$ cat src/rtl/alloc_pkg.sv
package alloc_pkg;
    localparam int ADDR_W = 24;

    function automatic logic is_pow2(input logic [31:0] v);
        return (v != 32'd0) && ((v & (v - 32'd1)) == 32'd0);
    endfunction
endpackage

$ cat src/rtl/alloc_size_decode.sv
module alloc_size_decode #(
    parameter int SIZE_W    = 9,
    parameter int WIN_GRANS = 128
) (
    input  logic [SIZE_W-1:0] size_i,
    output logic              legal_o
);
    import alloc_pkg::*;

    always_comb begin
        legal_o = is_pow2(32'(size_i)) && (32'(size_i) <= 32'(WIN_GRANS));
    end
endmodule

$ cat src/rtl/alloc_align_fit.sv
module alloc_align_fit #(
    parameter int SIZE_W    = 9,
    parameter int OFF_W     = 8,
    parameter int WIN_GRANS = 128
) (
    input  logic [OFF_W-1:0]  free_i,
    input  logic [SIZE_W-1:0] size_i,
    output logic [OFF_W-1:0]  aligned_o,
    output logic [OFF_W-1:0]  next_free_o,
    output logic              fits_o
);
    localparam int CW = ((SIZE_W > OFF_W) ? SIZE_W : OFF_W) + 2;

    logic [CW-1:0] sz_w;
    logic [CW-1:0] mask_w;
    logic [CW-1:0] up_w;
    logic [CW-1:0] end_w;

    always_comb begin
        sz_w        = CW'(size_i);
        mask_w      = ~(sz_w - CW'(1));
        up_w        = (CW'(free_i) + sz_w - CW'(1)) & mask_w;
        end_w       = up_w + sz_w;
        fits_o      = (end_w <= CW'(WIN_GRANS));
        aligned_o   = OFF_W'(up_w);
        next_free_o = OFF_W'(end_w);
    end
endmodule

$ cat src/rtl/alloc.sv
module alloc #(
    parameter int                 NUM_UNITS = 6,
    parameter int                 SIZE_W    = 9,
    parameter int                 WIN_GRANS = 128,
    parameter int                 GRAN_LOG2 = 16,
    parameter logic [23:0]        WIN_BASE  = 24'h20_0000
) (
    input  logic                             clk,
    input  logic                             rst_n,
    input  logic [NUM_UNITS-1:0]             unit_req_i,
    input  logic [NUM_UNITS-1:0][SIZE_W-1:0] unit_size_i,
    output logic [NUM_UNITS-1:0][23:0]       unit_base_o,
    output logic [NUM_UNITS-1:0]             unit_en_o,
    output logic [NUM_UNITS-1:0]             unit_off_o,
    output logic [NUM_UNITS-1:0]             unit_cfgout_o,
    output logic                             done_o
);
    import alloc_pkg::*;

    localparam int OFF_W = $clog2(WIN_GRANS + 1);
    localparam int IDX_W = (NUM_UNITS > 1) ? $clog2(NUM_UNITS) : 1;
    localparam logic [IDX_W-1:0] LAST_IDX = IDX_W'(NUM_UNITS - 1);

    typedef struct packed {
        logic [IDX_W-1:0]                idx;
        logic [OFF_W-1:0]                free;
        logic [NUM_UNITS-1:0]            handed;
        logic [NUM_UNITS-1:0]            en;
        logic [NUM_UNITS-1:0]            off;
        logic [NUM_UNITS-1:0][ADDR_W-1:0] base;
        logic                            done;
    } alloc_state_t;

    alloc_state_t st_d, st_q;

    logic              cur_req;
    logic [SIZE_W-1:0] cur_size;
    logic              cur_legal;
    logic [OFF_W-1:0]  cur_aligned;
    logic [OFF_W-1:0]  cur_next;
    logic              cur_fits;

    always_comb begin
        cur_req  = unit_req_i[st_q.idx];
        cur_size = unit_size_i[st_q.idx];
    end

    alloc_size_decode #(
        .SIZE_W   (SIZE_W),
        .WIN_GRANS(WIN_GRANS)
    ) u_dec (
        .size_i (cur_size),
        .legal_o(cur_legal)
    );

    alloc_align_fit #(
        .SIZE_W   (SIZE_W),
        .OFF_W    (OFF_W),
        .WIN_GRANS(WIN_GRANS)
    ) u_fit (
        .free_i     (st_q.free),
        .size_i     (cur_size),
        .aligned_o  (cur_aligned),
        .next_free_o(cur_next),
        .fits_o     (cur_fits)
    );

    // Next-state: one chain position per cycle until done
    always_comb begin
        st_d = st_q;
        if (!st_q.done) begin
            st_d.handed[st_q.idx] = 1'b1;
            if (cur_req) begin
                if (cur_legal && cur_fits) begin
                    st_d.en[st_q.idx]   = 1'b1;
                    st_d.base[st_q.idx] = WIN_BASE + (ADDR_W'(cur_aligned) << GRAN_LOG2);
                    st_d.free           = cur_next;
                end else begin
                    st_d.off[st_q.idx]  = 1'b1;
                end
            end
            if (st_q.idx == LAST_IDX) begin
                st_d.done = 1'b1;
            end else begin
                st_d.idx = st_q.idx + IDX_W'(1);
            end
        end
    end

    always_ff @(posedge clk or negedge rst_n) begin
        if (!rst_n) begin
            st_q <= '0;
        end else begin
            st_q <= st_d;
        end
    end

    always_comb begin
        unit_base_o   = st_q.base;
        unit_en_o     = st_q.en;
        unit_off_o    = st_q.off;
        unit_cfgout_o = st_q.handed;
        done_o        = st_q.done;
    end
endmodule

$ cat config.mk
export PLATFORM = sky130hd
export DESIGN_NAME = alloc
export DESIGN_NICKNAME = d
export VERILOG_FILES = /design/src/rtl/alloc_pkg.sv /design/src/rtl/alloc_size_decode.sv /design/src/rtl/alloc_align_fit.sv /design/src/rtl/alloc.sv
export SDC_FILE = /design/constraint.sdc
export NUM_CORES = 1
export LEC_CHECK = 0
export ABC_AREA = 1
export BUFFER_PORTS_ARGS = -buffer_cell sky130_fd_sc_hd__buf_2
export CAP_MARGIN = 20
export CORE_ASPECT_RATIO = 1.25
export CORE_MARGIN = 2
export CORE_UTILIZATION = 50
export DETAILED_ROUTE_END_ITERATION = 8
export PLACE_DENSITY = 0.9
export SYNTH_ARGS = -nofsm -noshare
export SYNTH_HDL_FRONTEND = slang
export SYNTH_SLANG_ARGS = --single-unit
$ cat constraint.sdc
create_clock -name clk -period 6.1 [get_ports clk]
set_input_delay 1.22 -clock clk [delete_from_list [all_inputs] [get_ports clk]]
set_output_delay 1.22 -clock clk [all_outputs]
set_load 0.03 [all_outputs]
; ---- Yosys cells after proc, flatten, opt, wreduce, memory -nomap -nowiden
; Index checks and enable logic that the tools add are counted.
[totals]
regBits = 174
latchBits = 0
ramBits = 0
rom_bits = 0
input_bits = 62
mem_count = 0
[op_classes]
add_sub_neg = 7
multipliers = 0
div_mod_pow = 0
n_lt_le_gt_ge = 4
n_eq_ne = 1
n_shift = 0
n_mux = 11
n_bitwise = 9
reduce_logical = 9
[op_table]
columns = cell, n
row1 = $bwmux W144, 1
row2 = $demux W24 S3, 1
row3 = $and A9 B32 Y32, 1
row4 = $logic_not A32 Y1, 1
row5 = $bmux W9 S3, 1
row6 = $add A22 B24 Y24 const A, 1
row7 = $mux W24, 1
row8 = $sub A9 B1 Y10 const B, 2
row9 = $or A6 B6 Y6, 3
row10 = $add A11 B9 Y11, 1
row11 = $and A11 B11 Y11, 1
row12 = $le A11 B8 Y1 const B, 1
row13 = $not A11 Y11, 1
row14 = $sub A11 B1 Y11 const B, 1
row15 = $add A8 B9 Y10, 1
row16 = $le A9 B8 Y1 const B, 1
row17 = $mux W9, 1
row18 = $reduce_bool A9 Y1, 1
row19 = $reduce_and A3 Y1, 2
row20 = $logic_and A1 B1 Y1, 4
row21 = $lt A3 B4 Y1 const B, 1
row22 = $mux W1, 4
row23 = $add A3 B1 Y3 const B, 1
row24 = $bmux W1 S3, 1
row25 = 5 further kinds, 7

; ---- Logic depth before layout (Yosys ltp)
; Gate-level depths: netlist of the first run.
[depth]
depth_word = 10
ltp_mapped = 41
mapped_depth_nobuf = 38

; ---- Cells and area by module
; From an unflattened synthesis of the first run, not the netlist that was laid out.
[hier_totals]
cells_unflattened = 835
area_unflattened_um2 = 6221.0
[by_module_without_submodules]
columns = mod, instances, cells_per_inst, area_each_um2, seq_area_each_um2
row1 = alloc, 1, 575, 4825.9, 1951.9
row2 = alloc_align_fit, 1, 235, 1275.0, 0.0
row3 = alloc_size_decode, 1, 25, 120.1, 0.0

; ---- Worst setup path after synthesis of the first run
; Ideal clock, no wire load.
[synth_path]
path_kind = input -> register
start = input port unit_size_i[27] in the netlist's numbering
end = register st_q[168] in the netlist's numbering
setup_time_ns = 0.118
arrival_ns = 5.273
path_slack_ns = 0.709
path_stages = 34
path_buffers = 2
path_cell_list = nand2_1 -> nand2_1 -> nand2_1 -> nand2_1 -> nand2_1 -> nand2_4 -> ha_1 -> buf_2 -> inv_1 -> fa_1 -> ha_1 -> inv_1 -> nor2_1 -> nand3_1 -> nor2_2 -> inv_1 -> a21boi_1 -> ha_1 -> a21oi_1 -> a21boi_1 -> nand2_1 -> nand2_1 -> nand2_1 -> nand3_2 -> nand2_1 -> nand2_1 -> nand2_1 -> nand2_4 -> inv_4 -> nor2_4 -> buf_6 -> nand2_2 -> nand2_1 -> nand2_1
[synth_via]
elab_chain_len = 9
[synth_rtl]
columns = element, line_no
row1 = from (decl), alloc.sv:11  ; input logic [NUM_UNITS-1:0][SIZE_W-1:0] unit_size_i,
row2 = $bmux W9 S3 *, alloc.sv:45  ; cur_size = unit_size_i[st_q.idx];
row3 = $mux W9 (not written as such) *, alloc.sv:45
row4 = $add A8 B9 Y10 / $sub A9 B1 Y10 (equally long branches), "alloc_align_fit.sv:22, alloc_align_fit.sv:21"
row5 = $sub A11 B1 Y11 / $not A11 Y11 (equally long branches), "alloc_align_fit.sv:22, alloc_align_fit.sv:21"
row6 = $and A11 B11 Y11 *, alloc_align_fit.sv:22  ; up_w = (CW'(free_i) + sz_w - CW'(1)) & mask_w;
row7 = via cur_aligned[0], alloc.sv:39  ; logic [OFF_W-1:0] cur_aligned;
row8 = $add A11 B9 Y11 *, alloc_align_fit.sv:23  ; end_w = up_w + sz_w;
row9 = $le A11 B8 Y1, alloc_align_fit.sv:24  ; fits_o = (end_w <= CW'(WIN_GRANS));
row10 = $logic_and A1 B1 Y1, alloc.sv:74  ; if (cur_legal && cur_fits) begin
row11 = $reduce_and A3 Y1 (no line), -
row12 = to (signal assigned), alloc.sv:94  ; st_q <= st_d;
row13 = to (decl), alloc.sv:34  ; alloc_state_t st_d, st_q;
; The timed path passes the listed nets; every way through them passes the cells marked *. The select of a mux whose other input is x is not followed.
; A chain may end at the register's enable or synchronous reset.

; ---- Worst setup path after layout of the first run
[layout_path]
start = input port unit_size_i[9] in the netlist's numbering
end = register st_q, in the netlist unit_base_o[90]
[layout_via]
elab_chain_len = 9
[layout_rtl]
columns = element, line_no
row1 = $bmux W9 S3 *, alloc.sv:45
row2 = $mux W9 (not written as such) *, alloc.sv:45
row3 = $add A8 B9 Y10 / $sub A9 B1 Y10 (equally long branches), "alloc_align_fit.sv:22, alloc_align_fit.sv:21"
row4 = $sub A11 B1 Y11 / $not A11 Y11 (equally long branches), "alloc_align_fit.sv:22, alloc_align_fit.sv:21"
row5 = $and A11 B11 Y11 *, alloc_align_fit.sv:22
row6 = via cur_aligned[0], alloc.sv:39
row7 = $add A11 B9 Y11, alloc_align_fit.sv:23
row8 = $le A11 B8 Y1, alloc_align_fit.sv:24
row9 = $logic_and A1 B1 Y1, alloc.sv:74
row10 = $reduce_and A3 Y1 (no line), -
; Marked as above.

==> results of run 1 <==
==> sequential cells by signal (all words and copies together), names as in the netlist <==
name           cells
unit_cfgout_o      6
unit_off_o         6
unit_en_o          6
st_q              11
unit_base_o       48
done_o             1
==> cell usage in the layout (no fill, tap or decap), types with 4 or more instances in the layout <==
master     count
nand2_1      279
buf_2        127
conb_1        96
dfrtp_1       78
inv_1         68
nand4_1       62
nand3_1       44
nor2_1        33
ha_1          28
buf_4         19
o21bai_1      12
a21oi_1       11
inv_2         11
clkbuf_16      9
nand2_2        7
nor3_1         6
nand4_2        6
nand3_2        5
nor2_4         5
xor2_1         5
o21ai_0        4
or2_2          4
==> cells by family (layout without fill, tap and decap cells) <==
kind of cell / Yosys count / in the layout / share of synthesized area
other cells: 1 / 96 / 0.000580
xor+xnor: 5 / 5 / 0.00677
simple gates: 465 / 465 / 0.336
buf+inv: 266 / 245 / 0.256
flops: 78 / 78 / 0.302
compound gates: 41 / 41 / 0.0420
fa+ha+maj: 29 / 29 / 0.0573
==> power groups by stage <==
stage	Clock, mW	Combinational (mW)	Sequential, mW
4_1_cts	0.595	0.234	0.521
5_1_grt	0.616	0.259	0.521
2_1_floorplan	0	0.221	0.530
3_3_place_gp	0	0.229	0.530
3_5_place_dp	0	0.232	0.530
6_report	0.591	0.237	0.521
==> critical path, delay by kind of cell <==
kind	cells	cell delay, ns
AOI/OAI and AO/OA	3	0.50
and+or+nand+nor	26	2.47
buffers and inverters	6	0.61
adders and majority gates	3	0.90
==> worst max-delay path by stage <==
stage          slack (ns)                to
6_report             0.64   unit_base_o[90]
5_1_grt              0.11   unit_base_o[91]
4_1_cts              0.60   unit_base_o[90]
3_5_place_dp         0.44         st_q[169]
3_3_place_gp         0.61  unit_base_o[137]
2_1_floorplan        0.71         st_q[168]
==> repair_timing <==
| item | 4_1_cts | 5_1_grt |
|---|---|---|
| setup endpoints to repair | 0 | 21 |
| buffers inserted | 0 | 6 |
| gates resized for setup | 0 | 0 |
==> final cells by class <==
class | instances | area (um^2)
Fill cell | 1144 | 5830
Multi-Input combinational cell | 636 | 3240
Sequential cell | 78 | 1950
Timing Repair Buffer | 147 | 798
Inverter | 82 | 313
Clock buffer | 11 | 243
Tap cell | 168 | 210
Clock inverter | 5 | 81.3
==> per-layer routing <==
layer	global-route usage	share of wire	routed length, um
met1	0.287	0.38	6330
met2	0.421	0.49	8120
met3	0.0461	0.089	1490
met4	0.113	0.043	710
met5	0	0.00078	13
==> stage by stage <==
step | power [mW] | cells | util | cell area [um^2]
detailed placement | 0.762 | 1105 | 0.511 | 6470
CTS | 1.35 | 1121 | 0.536 | 6790
finish | 1.35 | 1127 | 0.540 | 6840
global route | 1.40 | 1127 | 0.540 | 6840
floorplan | 0.751 | 980 | - | 6830
global placement | 0.759 | 1105 | 0.511 | 6470
==> results.yml, run 1 <==
setup_path:
  max_stage_delay_ns: 0.41
  startpoint: "unit_size_i[9]"
  crit_path_end_kind: "register"
  reg2reg_to: "unit_base_o[90]"
  r2r_slack_ns: 0.67
  path_max_fanout: 43
  critPathKind: "primary input to register"
  arrival_ns: 5.73
  crit_top_cell: "nand2_1"
  r2r-start: "st_q[172]"
  slowest_stage: "fa_1"
  rr_worst_depth: 36
  worstPathRequired_ns: 6.37
  start_kind: "primary input"
floorplan:
  fp.dieH_um: 131
  ios: 225
  die_w_um: 106
  die-area_mm2: 0.0139
  initial_core_util: 0.511
  rows: 46
  core_mm2: 0.0127
yosys:
  synth_common_cells: "279 x nand2_1, 163 x buf_4, 78 x dfrtp_1"
  synth-edff-count: 0
  synth_seq_cells: 78
  synth_top_area_cell: "dfrtp_1"
  synth_area_mm2: 0.00647
  synth_area_leaders: "dfrtp_1 30%, buf_4 19%, nand2_1 16%"
  yosys_most_used_dff: "dfrtp_1"
  postSynthAreaPerCell_um2: 7.31
  ys_seq_area_frac: 0.302
  ys_warn_count: 0
  synth_most_common_cell: "nand2_1"
  syn_inst: 885
  synth_top_area_frac: 0.302
  synth_cell_types: 44
  synthArstFlopShare: 1.00
clock_tree:
  hold_buffers: 0
  path_clk_slew_ns: 0.06
  cts_root_buf: "clkbuf_16"
  cts-htree-levels: 3
  clk_latency_ns: 0.34
  cts_sinks: 78
  cts_tree: "built"
  cts_buffer_depth: 2
  cts_made_buffers: 9
finish:
  num-nets-final: 1045
  drive_gt1_frac: 0.221
  area_delta_synth_final_pct: 5.67
  num_antenna_cells: 0
power:
  clkPwrFrac: 0.438
  power_frac_comb: 0.176
  swShare: 0.300
  ir_drop_mv: 0.148
  leakage_nw: 4.00
  switchingPower_uw: 404
  p_per_area_mw_per_mm2: 197
  seqPwrFrac: 0.386
  power.internal_uw: 945
global_route:
  grt_overflow: 0
  grt_max_degree: 79
  antenna_found_initial: 1
  grt_use_total: 0.243
  grt_pass1_wl_um: 26500
  grt_pass1_vias: 5330
worst_hold_path:
  min_path_cells: 2
  min_from: "unit_en_o[1]"
  hold_path_end: "unit_en_o[1]"
  hold_class: "register to register"
route:
  vias: 5792
  ant_nets: 0
  routedWlPerCell_um: 14.8
  drt-initial-drc-count: 447
  first_pass_iters: 5
  finalWirelength_um: 16700
  vias_per_cell: 5.14
  drc: 0
place:
  port_buffers: 128
  dp_slack_ns: 0.440
  dp.final_hpwl_um: 12300
  finalWeightedCongestion: 0.994
timing:
  timing.setup.tns_ns: 0
  fmax_mhz: 183
  setup_viol: 0
  whs_ns: 0.460
  slew_headroom: 0.345
  worst_slack_ns: 0.638
  worstMarginPinSlew_ns: 0.983
  finalClockSkew_ns: 0.00954
  rsz0062_at_grt: "false"
  drv_slew: 0
  fin_crit_ns: 5.46
  fin_crit_sh: 0.895
  finalHoldViolations: 0
status:
  outcome: "complete, no violations"
job:
  max-cap-violations: 0
No activity file was read; power rests on OpenSTA's default activity.
==> run 2: changes to the inputs <==
--- a/config.mk
+++ b/config.mk
@@ -10,9 +10,9 @@
 export CAP_MARGIN = 20
 export CORE_ASPECT_RATIO = 1.25
 export CORE_MARGIN = 2
-export CORE_UTILIZATION = 50
+export CORE_UTILIZATION = 47
 export DETAILED_ROUTE_END_ITERATION = 8
-export PLACE_DENSITY = 0.9
+export PLACE_DENSITY_LB_ADDON = 0.05
 export SYNTH_ARGS = -nofsm -noshare
 export SYNTH_HDL_FRONTEND = slang
 export SYNTH_SLANG_ARGS = --single-unit
==> constraint.sdc (replaced) <==
create_clock -name clk -period 5 [get_ports clk]
set_input_delay 1.5 -clock clk [delete_from_list [all_inputs] [get_ports clk]]
set_output_delay 1.5 -clock clk [all_outputs]
set_load 0.03 [all_outputs]
==> run 2 against run 1 <==
Net effect: the flow now finishes with violations (negative setup slack); clock power up 13%; via count up 1.7%; global-route usage up 0.43 points; sequential share of layout area down 4.2 points; critical path depth unchanged; clock skew down 0.0035 ns; count of clock-buffer cells in the layout unchanged; die area up 6.2%; non-clock buffer count up 83; flip-flop and latch count unchanged; core utilization up 6.1 points; critical path type unchanged; largest power group unchanged; highest routed layer is now met4.
==> results.yml, run 2 (synthesis results as in run 1) <==
clock_tree:
  cts_root_buf: "clkbuf_16"
  path_clk_slew_ns: 0.06
  hold_buffers: 0
  clk_latency_ns: 0.34
  cts_made_buffers: 9
  cts-htree-levels: 3
  cts_buffer_depth: 2
  cts_tree: "built"
  cts_sinks: 78
finish:
  layout.cells.non_filler: 1213
  finalInstanceArea_mm2: 0.00802
  largest_reg_flops: 48
  num_antenna_cells: 0
  area_delta_synth_final_pct: 23.9
  final_common_cell: "nand2_1"
  utilization: 0.601
  drive_gt1_frac: 0.347
  final_cell_mix: "250 x nand2_1, 123 x buf_2, 96 x conb_1, 92 x buf_4, 78 x dfrtp_1"
  num-nets-final: 1129
setup_path:
  arrival_ns: 5.39
  r2r_slack_ns: 0.26
  worst_path_dominant_cell_family: "simple AND/OR/NAND/NOR gates"
  worstPathRequired_ns: 5.27
  rr_worst_depth: 37
  startpoint: "unit_size_i[27]"
  critPathKind: "primary input to register"
  reg2reg_to: "unit_base_o[114]"
  max_stage_delay_ns: 0.38
  r2r-start: "st_q[172]"
  critPathBufInv: 7
  cp.depth: 38
  crit_top_cell: "nand2_2"
  start_kind: "primary input"
  slowest_stage: "fa_2"
  crit_end: "unit_base_o[114]"
  path_max_fanout: 12
  crit_path_end_kind: "register"
timing:
  worstMarginPinSlew_ns: 1.02
  fmax_mhz: 195
  fin_crit_sh: 1.02
  rsz0062_at_grt: "true"
  worst_slack_ns: -0.119
  finalClockSkew_ns: 0.00608
  finalHoldViolations: 0
  slew_headroom: 0.321
  timing.setup.tns_ns: -5.57
  whs_ns: 0.455
  drv_slew: 0
  fin_crit_ns: 5.12
  setup_viol: 63
global_route:
  grt_pass1_wl_um: 28200
  antenna_found_initial: 0
  grt_overflow: 0
  grt_use_total: 0.247
  grt_pass1_vias: 5648
  grt_max_degree: 79
route:
  finalWirelength_um: 17800
  ant_nets: 0
  vias: 5892
  vias_per_cell: 4.86
  drt-initial-drc-count: 268
  first_pass_iters: 5
  drc: 0
  routedWlPerCell_um: 14.7
floorplan:
  fp.dieH_um: 135
  core_mm2: 0.0133
  die-area_mm2: 0.0147
  die_w_um: 109
  rows: 47
  ios: 225
  initial_core_util: 0.485
power:
  ir_drop_mv: 0.190
  p_per_area_mw_per_mm2: 211
  leakage_nw: 4.52
  p_total_mw: 1.69
place:
  dp_slack_ns: -0.645
  port_buffers: 128
  finalWeightedCongestion: 0.882
  dp.final_hpwl_um: 14200
  dp_cells: 1184
  placed_area_mm2: 0.00732
status:
  outcome: "finished, violations left"
  violations: "negative setup slack"
job:
  max-cap-violations: 0
worst_hold_path:
  hold_class: "register to register"
==> run 2: report_power, final <==
part	switching (mW)	internal [mW]
clock	0.256	0.413
sequential	0.00149	0.634
combinational	0.259	0.127
total	0.517	1.17
==> run 2: worst min-delay path by stage <==
stage	startpoint	slack (ns)	depth (start not counted)	endpoint
after CTS	unit_en_o[0]	0.46	2	unit_en_o[0]
final	unit_en_o[0]	0.45	2	unit_en_o[0]
after global routing	unit_en_o[0]	0.48	2	unit_en_o[0]
after detailed placement	unit_en_o[0]	0.44	2	unit_en_o[0]
after global placement	unit_en_o[3]	0.44	2	unit_en_o[3]
after floorplan	unit_en_o[0]	0.44	2	unit_en_o[0]
==> run 2: timing repair <==
action | 4_1_cts | 5_1_grt
buffers inserted | 3 | 8
endpoints found under the setup margin | 66 | 68
resized for setup | 27 | 34
gates cloned | 1 | 2
pin swaps | 7 | 36
==> run 2: cell type report <==
type / instances / area [um^2]
fillers: 1240 / 5330
inverters: 82 / 318
multi-input cells: 637 / 3670
clock buffers: 11 / 253
repair buffers: 230 / 1560
clock inverters: 4 / 55.1
well taps: 171 / 214
flip-flops and latches: 78 / 1950
==> run 2: per-layer routing <==
layer	vias up	routed length [um]	global-route usage	part of all wire
li1	2912	-	-	-
met1	2746	7150	0.294	0.40
met2	203	9350	0.451	0.52
met3	31	854	0.0274	0.048
met4	0	478	0.0883	0.027
met5	-	0	0	0
==> run 2: worst reg2reg max path: cells and delay by family (launching register included) <==
| kind | cells | cell delay, ns |
|---|---|---|
| AND/OR/NAND/NOR | 26 | 2.66 |
| adder cells (fa/ha/maj) | 3 | 0.83 |
| flip-flops | 1 | 0.49 |
| AO/OA/AOI/OAI | 1 | 0.09 |
| buffers and inverters | 7 | 0.63 |
